**src/rtl/fsp_pkg.sv**
```systemverilog
package fsp_pkg;
  localparam int REG_W       = 8;
  localparam int WORD_W      = 2 * REG_W;
  localparam int ADDR_W      = REG_W - 1;
  localparam int GATE_CYCLES = 32;
  localparam int FSD_DELAY   = WORD_W;

  typedef struct packed {
    logic tick;      // a bit position is consumed this cycle
    logic inSlot;    // position lies in the data or control slot
    logic loadAdc;   // last position of the period
    logic clearOut;  // position just before the control slot
    logic ctrlMid;   // control bit carrying the last address bit
    logic dataEnd;   // last bit of the data slot
    logic ctrlEnd;   // last bit of the control slot
  } fsp_strobe_t;
endpackage

```
**src/rtl/fsp_sequencer.sv**
```systemverilog
module fsp_sequencer
  import fsp_pkg::*;
#(
  parameter int FRAME_BITS = 128
) (
  input  logic        clk,
  input  logic        rstN,
  input  logic        slaveMode,
  input  logic        fsEarly,
  input  logic        sckContinuous,
  input  logic        ctrlQuarter,
  input  logic        fsdEnable,
  input  logic        sclkIn,
  input  logic        fsIn,
  output logic        fsOut,
  output logic        fsdOut,
  output logic        sclkGate,
  output fsp_strobe_t strb
);
  localparam int CW        = $clog2(FRAME_BITS);
  localparam int HALF_POS  = FRAME_BITS / 2;
  localparam int QUART_POS = FRAME_BITS / 4;

  logic [CW-1:0] cnt, effCnt, ctrlPos, dataFs, ctrlFs, dData, dCtrl, relCtrl;
  logic          tick;

  always_comb begin
    tick    = slaveMode ? sclkIn : 1'b1;
    ctrlPos = ctrlQuarter ? CW'(QUART_POS) : CW'(HALF_POS);
    dataFs  = fsEarly ? CW'(FRAME_BITS - 1) : '0;
    ctrlFs  = fsEarly ? ctrlPos - CW'(1) : ctrlPos;
    effCnt  = (slaveMode && sclkIn && fsIn) ? dataFs : cnt;
    dData   = effCnt - dataFs;
    dCtrl   = effCnt - ctrlFs;
    relCtrl = effCnt - ctrlPos;

    fsOut    = !slaveMode && (dData == '0 || dCtrl == '0);
    fsdOut   = fsdEnable && tick &&
               (dData == CW'(FSD_DELAY) || dCtrl == CW'(FSD_DELAY));
    sclkGate = !slaveMode &&
               (sckContinuous || dData < CW'(GATE_CYCLES) || dCtrl < CW'(GATE_CYCLES));

    strb.tick     = tick;
    strb.inSlot   = (effCnt < CW'(WORD_W)) || (relCtrl < CW'(WORD_W));
    strb.loadAdc  = tick && (effCnt == CW'(FRAME_BITS - 1));
    strb.clearOut = tick && (relCtrl == '1);
    strb.ctrlMid  = tick && (relCtrl == CW'(REG_W - 1));
    strb.dataEnd  = tick && (effCnt == CW'(WORD_W - 1));
    strb.ctrlEnd  = tick && (relCtrl == CW'(WORD_W - 1));
  end

  always_ff @(posedge clk or negedge rstN) begin
    if (!rstN)     cnt <= '0;
    else if (tick) cnt <= effCnt + CW'(1);
  end
endmodule

```
**src/rtl/fsp_shifter.sv**
```systemverilog
module fsp_shifter
  import fsp_pkg::*;
(
  input  logic              clk,
  input  logic              rstN,
  input  fsp_strobe_t       strb,
  input  logic              sdIn,
  input  logic [WORD_W-1:0] adcWord,
  input  logic [REG_W-1:0]  regRData,
  output logic              sdOut,
  output logic [WORD_W-1:0] dacWord,
  output logic              dacValid,
  output logic [ADDR_W-1:0] regAddr,
  output logic [REG_W-1:0]  regWData,
  output logic              regRead,
  output logic              regWrite
);
  logic [WORD_W-1:0] outSh, inSh;
  logic [ADDR_W-1:0] addrHold;
  logic              readHold;
  logic [ADDR_W-1:0] addrNow;
  logic              readNow;

  always_comb begin
    addrNow = {inSh[ADDR_W-2:0], sdIn};
    readNow = inSh[ADDR_W-1];
    sdOut   = strb.inSlot & outSh[WORD_W-1];
    regAddr = strb.ctrlMid ? addrNow : addrHold;
    regRead = strb.ctrlMid & readNow;
  end

  always_ff @(posedge clk or negedge rstN) begin
    if (!rstN) begin
      outSh    <= '0;
      inSh     <= '0;
      addrHold <= '0;
      readHold <= 1'b0;
      dacWord  <= '0;
      dacValid <= 1'b0;
      regWData <= '0;
      regWrite <= 1'b0;
    end else begin
      dacValid <= 1'b0;
      regWrite <= 1'b0;
      if (strb.tick) begin
        if (strb.inSlot) inSh <= {inSh[WORD_W-2:0], sdIn};
        if (strb.loadAdc)                 outSh <= adcWord;
        else if (strb.clearOut)           outSh <= '0;
        else if (strb.ctrlMid && readNow) outSh <= {regRData, REG_W'(0)};
        else if (strb.inSlot)             outSh <= {outSh[WORD_W-2:0], 1'b0};
        if (strb.ctrlMid) begin
          addrHold <= addrNow;
          readHold <= readNow;
        end
        if (strb.dataEnd) begin
          dacWord  <= {inSh[WORD_W-2:0], sdIn};
          dacValid <= 1'b1;
        end
        if (strb.ctrlEnd && !readHold) begin
          regWData <= {inSh[REG_W-2:0], sdIn};
          regWrite <= 1'b1;
        end
      end
    end
  end
endmodule

```
**src/rtl/framed_serial_port.sv**
```systemverilog
module framed_serial_port
  import fsp_pkg::*;
#(
  parameter int FRAME_BITS = 128
) (
  input  logic              clk,
  input  logic              rstN,
  input  logic              slaveMode,
  input  logic              fsEarly,
  input  logic              sckContinuous,
  input  logic              ctrlQuarter,
  input  logic              fsdEnable,
  input  logic              sclkIn,
  input  logic              fsIn,
  input  logic              sdIn,
  input  logic [WORD_W-1:0] adcWord,
  input  logic [REG_W-1:0]  regRData,
  output logic              sclkGate,
  output logic              fsOut,
  output logic              fsdOut,
  output logic              sdOut,
  output logic [WORD_W-1:0] dacWord,
  output logic              dacValid,
  output logic [ADDR_W-1:0] regAddr,
  output logic [REG_W-1:0]  regWData,
  output logic              regRead,
  output logic              regWrite
);
  fsp_strobe_t strb;

  fsp_sequencer #(.FRAME_BITS(FRAME_BITS)) u_seq (
    .clk(clk), .rstN(rstN), .slaveMode(slaveMode), .fsEarly(fsEarly),
    .sckContinuous(sckContinuous), .ctrlQuarter(ctrlQuarter),
    .fsdEnable(fsdEnable), .sclkIn(sclkIn), .fsIn(fsIn),
    .fsOut(fsOut), .fsdOut(fsdOut), .sclkGate(sclkGate), .strb(strb)
  );

  fsp_shifter u_shift (
    .clk(clk), .rstN(rstN), .strb(strb), .sdIn(sdIn), .adcWord(adcWord),
    .regRData(regRData), .sdOut(sdOut), .dacWord(dacWord), .dacValid(dacValid),
    .regAddr(regAddr), .regWData(regWData), .regRead(regRead), .regWrite(regWrite)
  );
endmodule

```
**config.mk**
```make
export PLATFORM = sky130hd
export DESIGN_NAME = framed_serial_port
export DESIGN_NICKNAME = d
export VERILOG_FILES = /design/src/rtl/fsp_pkg.sv /design/src/rtl/fsp_sequencer.sv /design/src/rtl/fsp_shifter.sv /design/src/rtl/framed_serial_port.sv
export SDC_FILE = /design/constraint.sdc
export NUM_CORES = 1
export LEC_CHECK = 0
export BUFFER_PORTS_ARGS = -buffer_cell sky130_fd_sc_hd__buf_2
export CAP_MARGIN = 20
export CORE_UTILIZATION = 35
export DETAILED_ROUTE_END_ITERATION = 8
export GPL_TIMING_DRIVEN = 0
export SYNTH_ARGS = -nofsm -noshare
export SYNTH_HDL_FRONTEND = slang
export SYNTH_SLANG_ARGS = --single-unit
```
**constraint.sdc**
```tcl
create_clock -name clk -period 10.7 [get_ports clk]
set_clock_uncertainty 0.15 [all_clocks]
set_input_delay 2.14 -clock clk [delete_from_list [all_inputs] [get_ports clk]]
set_output_delay 2.14 -clock clk [all_outputs]
set_load 0.02 [all_outputs]
```
Word level (Yosys, flattened, before mapping)
Index checks and enable logic that the tools add are counted.

cells by class
  add/sub/neg operators = 5
  order comparisons = 4
  equal/unequal tests = 7
  multiplexer cells = 14
  bitwise gates (word level) = 2
  reductions and logical operators = 28

operators by type and width
  operator                                                    number
  two-way mux 16 bit                                          4
  two-way mux 7 bit                                           5
  subtractor 7 bit                                            3
  == test 7 x 4 -> 1 bit, second input constant               2
  == test 7 x 5 -> 1 bit, second input constant               2
  == test 7 bit, second input constant                        2
  zero test 7 bit                                             2
  less-than comparator 7 x 5 -> 1 bit, second input constant  2
  less-than comparator 7 x 6 -> 1 bit, second input constant  2
  logical AND 1 bit                                           13
  AND reduction 2 bit                                         5
  adder 7 x 1 -> 7 bit, second input constant                 1
  == test 7 x 3 -> 1 bit, second input constant               1
  subtractor 7 x 1 -> 7 bit, second input constant            1
  logical OR 1 bit                                            5
  two-way mux 1 bit                                           5
  nonzero test 4 bit                                          1
  bitwise AND 1 bit                                           2
  zero test 1 bit                                             2

word-level totals
  register bits after elaboration = 72
  bits of input ports = 34
  logic and storage cells = 69

Longest topological paths before layout
  depth after elaboration = 10
  gate-level depth with buffers = 12

By module
A second synthesis with hierarchy kept.

second synthesis, totals
  cell total of the unflattened synthesis = 333
  area total of the unflattened synthesis = 3737.3 um2

modules (own cells, without submodules)
  module         instances  cells each  area an instance (um2)  seq. area each (um2)
  fsp_shifter    1          217         2787.7                  1626.6
  fsp_sequencer  1          116         949.7                   175.2

Least setup slack after synthesis
No wires, ideal clock.

  path kind = in2out
  from = input fsIn
  to = output fsOut
  arrival time = 4.331 ns
  required time = 8.410 ns
  slack = 4.079 ns
  stages = 11
  path through = and3_1 -> buf_2 -> nand2_1 -> nand2_1 -> ha_1 -> nor2b_1 -> o21ai_0 -> a21oi_1 -> o2111ai_1 -> o311a_1 -> nor3b_1

between the ends
  longest elaborated chain between the ends = 6
  elaborated cells between the ends (all ways) = 8
  classes of those cells = 2 x add/sub; 1 x mux; 5 x reduce/logical

ends and longest elaborated chain
  item                                 RTL line                                  source
  start: declaration                   framed_serial_port.sv:14                  input logic fsIn,
  logical AND 1 bit (*)                fsp_sequencer.sv:32                       effCnt = (slaveMode && sclkIn && fsIn) ? dataFs : cnt;
  two-way mux 7 bit (*)                fsp_sequencer.sv:32
  subtractor 7 bit (on tied branches)  fsp_sequencer.sv:33, fsp_sequencer.sv:34
  zero test 7 bit                      fsp_sequencer.sv:37                       fsOut = !slaveMode && (dData == '0 || dCtrl == '0);
  logical OR 1 bit (*)                 fsp_sequencer.sv:37
  logical AND 1 bit (*)                fsp_sequencer.sv:37
  end: declaration                     framed_serial_port.sv:19                  output logic fsOut,

Mark *: on every way between the ends. The rest lies on a longest branch, timed or not.

Worst setup path after layout
  from = input slaveMode
  to = output regAddr[1]

between the ends
  longest elaborated chain between the ends = 7
  elaborated cells between the ends (all ways) = 8
  classes of those cells = 1 x add/sub; 1 x eq/ne; 3 x mux; 3 x reduce/logical

ends and longest elaborated chain
  item                            RTL line                  source
  start: declaration              framed_serial_port.sv:8   input logic slaveMode,
  logical AND 1 bit (2 in a row)  fsp_sequencer.sv:32
  two-way mux 7 bit               fsp_sequencer.sv:32
  subtractor 7 bit                fsp_sequencer.sv:35       relCtrl = effCnt - ctrlPos;
  == test 7 x 3 -> 1 bit          fsp_sequencer.sv:47       strb.ctrlMid = tick && (relCtrl == CW'(REG_W - 1));
  logical AND 1 bit (*)           fsp_sequencer.sv:47
  two-way mux 7 bit (*)           n/a
  end: declaration                framed_serial_port.sv:24  output logic [ADDR_W-1:0] regAddr,

Marked as above.

==> qor.csv <==
stage;metric;value;unit
yosys;mux contribution to synthesized area;0.184;
flow_run;Max Cap Violations;0;
detailed_routing;Remaining DRCs;2;
clocking;# Post-CTS Setup Buffers;0;
clocking;Clock Path Buffers;2;
sta;endpoints failing hold;0;
global_routing;total track usage;0.154;
outcome;status;finished with violations;
critical_path;WP data required;8410;ps
sta;RSZ-0062 raised after global routing;no;
clocking;Root Buffer;clkbuf_8;
yosys;Async SR Flop Fraction;1.00;
yosys;Post-Synthesis Cells;313;
critical_path;CP Launch Type;input pin;
critical_path;CP arrival;5000;ps
yosys;Synth warnings;0;
yosys;EDFF count, synth;0;
sta;Slew @ Worst Pin;888;ps
clocking;Sink Count;72;
cells_and_area;fin nets;439;
global_routing;total grt overflow;0;
clocking;CTS H-tree depth;3;
clocking;cts bufs inserted;9;
critical_path;critical path class;input pin to primary output;
critical_path;critical path endpoint category;primary output;
pwr;Pleak;2.27;nW
detailed_routing;DR iter-0 viols;79;
detailed_routing;via count;2689;
outcome;failing checks;design-rule violations;
floorplanning;Die H;105;microns
yosys;Synth Flop Type;dfrtp_1;
yosys;count leader, synth;dfrtp_1;
yosys;largest family of logic cells by synthesized area;multiplexers;
sta;WHS;352;ps
sta;fmax;137;MHz
clocking;post-cts sizing count;0;
detailed_routing;DR vias/cell;5.03;
cells_and_area;Area Growth Syn to Fin;19.4;%
cells_and_area;post-route cell area;4400;sq um
sta;Final Setup Violations;0;
pwr;P per Cell Area;200;nW/um^2
yosys;Synth cell types;50;
critical_path;CP max FO;10;
detailed_routing;antenna viol nets, final;0;
yosys;Synth Area in Adders;0.0340;
placed_design;DP Worst Slack;3400;ps
global_routing;largest net degree at the start of global routing;73;
clocking;clock-pin transition on the worst setup and hold timing paths;70;ps
yosys;Synth Area per Inst;11.8;sq um
yosys;largest cells by area after synthesis;dfrtp_1 49%, mux2_2 16%, ha_1 3.4%;
sta;minimum clock period;7290;ps
placed_design;Port Buffers;71;
floorplanning;die area;10900;sq um
global_routing;initial antenna violation count;0;
yosys;XOR/XNOR Fraction of Synth Area;0.0282;
sta;pins over their slew limit;0;
floorplanning;# IOs;72;
yosys;post-synthesis sequential area ratio;0.489;
detailed_routing;Post-Route WL;7.93;mm
sta;Setup TNS;0;ps
yosys;post-synthesis compound-gate area fraction;0.141;
yosys;commonest cells in the netlist;72 x dfrtp_1, 53 x mux2_2, 25 x nand2_1;
sta;setup ws final;3410;ps
placed_design;final HPWL from detailed placement;5.54;mm
clocking;Hold Buf Count CTS;0;
pwr;peak supply drop;0.0697;mV
cells_and_area;layout cells sized above 1;0.401;
yosys;Post-Syn Nets;357;
global_routing;first-pass GRT wire length;13.4;mm
sta;Slew HR;0.408;
yosys;flops & latches, synth;72;
floorplanning;core footprint;10300;sq um
floorplanning;starting density of the core;0.358;
cells_and_area;Finished Core Util;0.428;
placed_design;RD Place Congestion;0.831;
yosys;Post-Synth Simple-Gate Area;0.0904;
floorplanning;Die W;105;microns
placed_design;dpl cell area;4210;sq um
cells_and_area;layout filler cell count;1016;
min_path;Min-Delay Path Class;flop to flop;
cells_and_area;Ant. Diodes;0;
floorplanning;placement row count;37;
detailed_routing;drt pass-1 iters;9;
clocking;CTS tree;yes;
yosys;Syn Std Cell Area;3680;sq um
yosys;area leader, netlist;dfrtp_1;
yosys;Synth top area share;0.489;
detailed_routing;wire per inst;14.8;microns
sta;final worst-path cycle share;0.681;
global_routing;vias in the first global route;2742;
clocking;clk_lat worst skew;350;ps
-- through the flow --
step	total power [mW]	instances
6_report	0.879	535
5_1_grt	0.939	535
4_1_cts	0.891	535
3_5_place_dp	0.676	520
3_3_place_gp	0.666	520
2_1_floorplan	0.597	313
-- cell families after synthesis --
kind of cell	count (synthesis)
flops	72
buf+inv	27
compound gates	68
fa+ha+maj	10
simple gates	64
mux	61
xor+xnor	11
-- path summary, 6_finish.rpt --
| check | cells after the start | end | from | slack, ps |
|---|---|---|---|---|
| min in group asynchronous | 1 | u_shift.regWrite$_DFF_PN0_ | rstN | 1760 |
| setup / recovery | 12 | regAddr[1] | slaveMode | 3410 |
| setup reg to reg | 8 | u_shift.addrHold[5]$_DFFE_PN0N_ | u_seq.cnt[5]$_DFFE_PN0N_ | 7800 |
| hold reg to reg | 1 | u_shift.regWData[5]$_DFFE_PN0P_ | u_shift.regWData[5]$_DFFE_PN0P_ | 350 |
| max in group asynchronous | 1 | u_shift.inSh[14]$_DFFE_PN0P_ | rstN | 8060 |
| hold / removal | 1 | u_shift.regWData[5]$_DFFE_PN0P_ | u_shift.regWData[5]$_DFFE_PN0P_ | 350 |
-- where the power goes --
part	switching (mW)	internal, mW
clock network	0.101	0.105
registers	0.0568	0.344
logic	0.141	0.130
-- area by class of cell --
class | instances | area, sq um | area share
Clock inverter | 6 | 61.3 | 0.0139
Inverter | 11 | 41.3 | 0.00939
Multi-Input combinational cell | 214 | 1760 | 0.400
Tap cell | 136 | 170 | 0.0387
Timing Repair Buffer | 71 | 358 | 0.0814
Buffer | 16 | 82.6 | 0.0188
Clock buffer | 9 | 124 | 0.0282
Sequential cell | 72 | 1800 | 0.410
-- per-layer routing --
metal  GRT usage  share of wire  vias to the layer above
li1            -              -                     1310
met1       0.196           0.47                     1314
met2       0.256           0.48                       56
met4      0.0423          0.010                        0
met3      0.0443          0.042                        9
met5           0              0                        -
-- worst max-delay path: stages --
cell and delay [ps]:
buf_2 160, nand3_2 140, buf_2 210, a21oi_1 270, ha_1 240, xnor2_2 110, o21a_1 140, a221o_1 410
nand3_1 300, buf_2 340, mux2_2 380, buf_2 160
-- cells in the final DEF (no fill, tap or decap), drive strengths merged, types with 4 or more instances in the layout --
cell     Yosys  final
ha          10     10
o211ai       8      8
a22oi        8      8
nand3        4      4
dfrtp       72     72
xnor2        8      8
clkinv       0      4
nor2        11     11
buf         12     83
clkbuf       4     13
nand4        4      4
mux2        53     53
a2bb2oi      8      8
nand2       25     25
mux2i        8      8
nor3         4      4
a21oi        9      9
o21ai       14     14
inv         11     11
-- state kept, by name, indices dropped and copies added (netlist names) --
signal,count
u_shift.addrHold,7
u_shift.inSh,15
u_shift.dacWord,16
u_shift.readHold,1
u_shift.regWrite,1
u_shift.dacValid,1
u_seq.cnt,7
u_shift.outSh,16
u_shift.regWData,8
No activity file was read; power rests on OpenSTA's default activity.
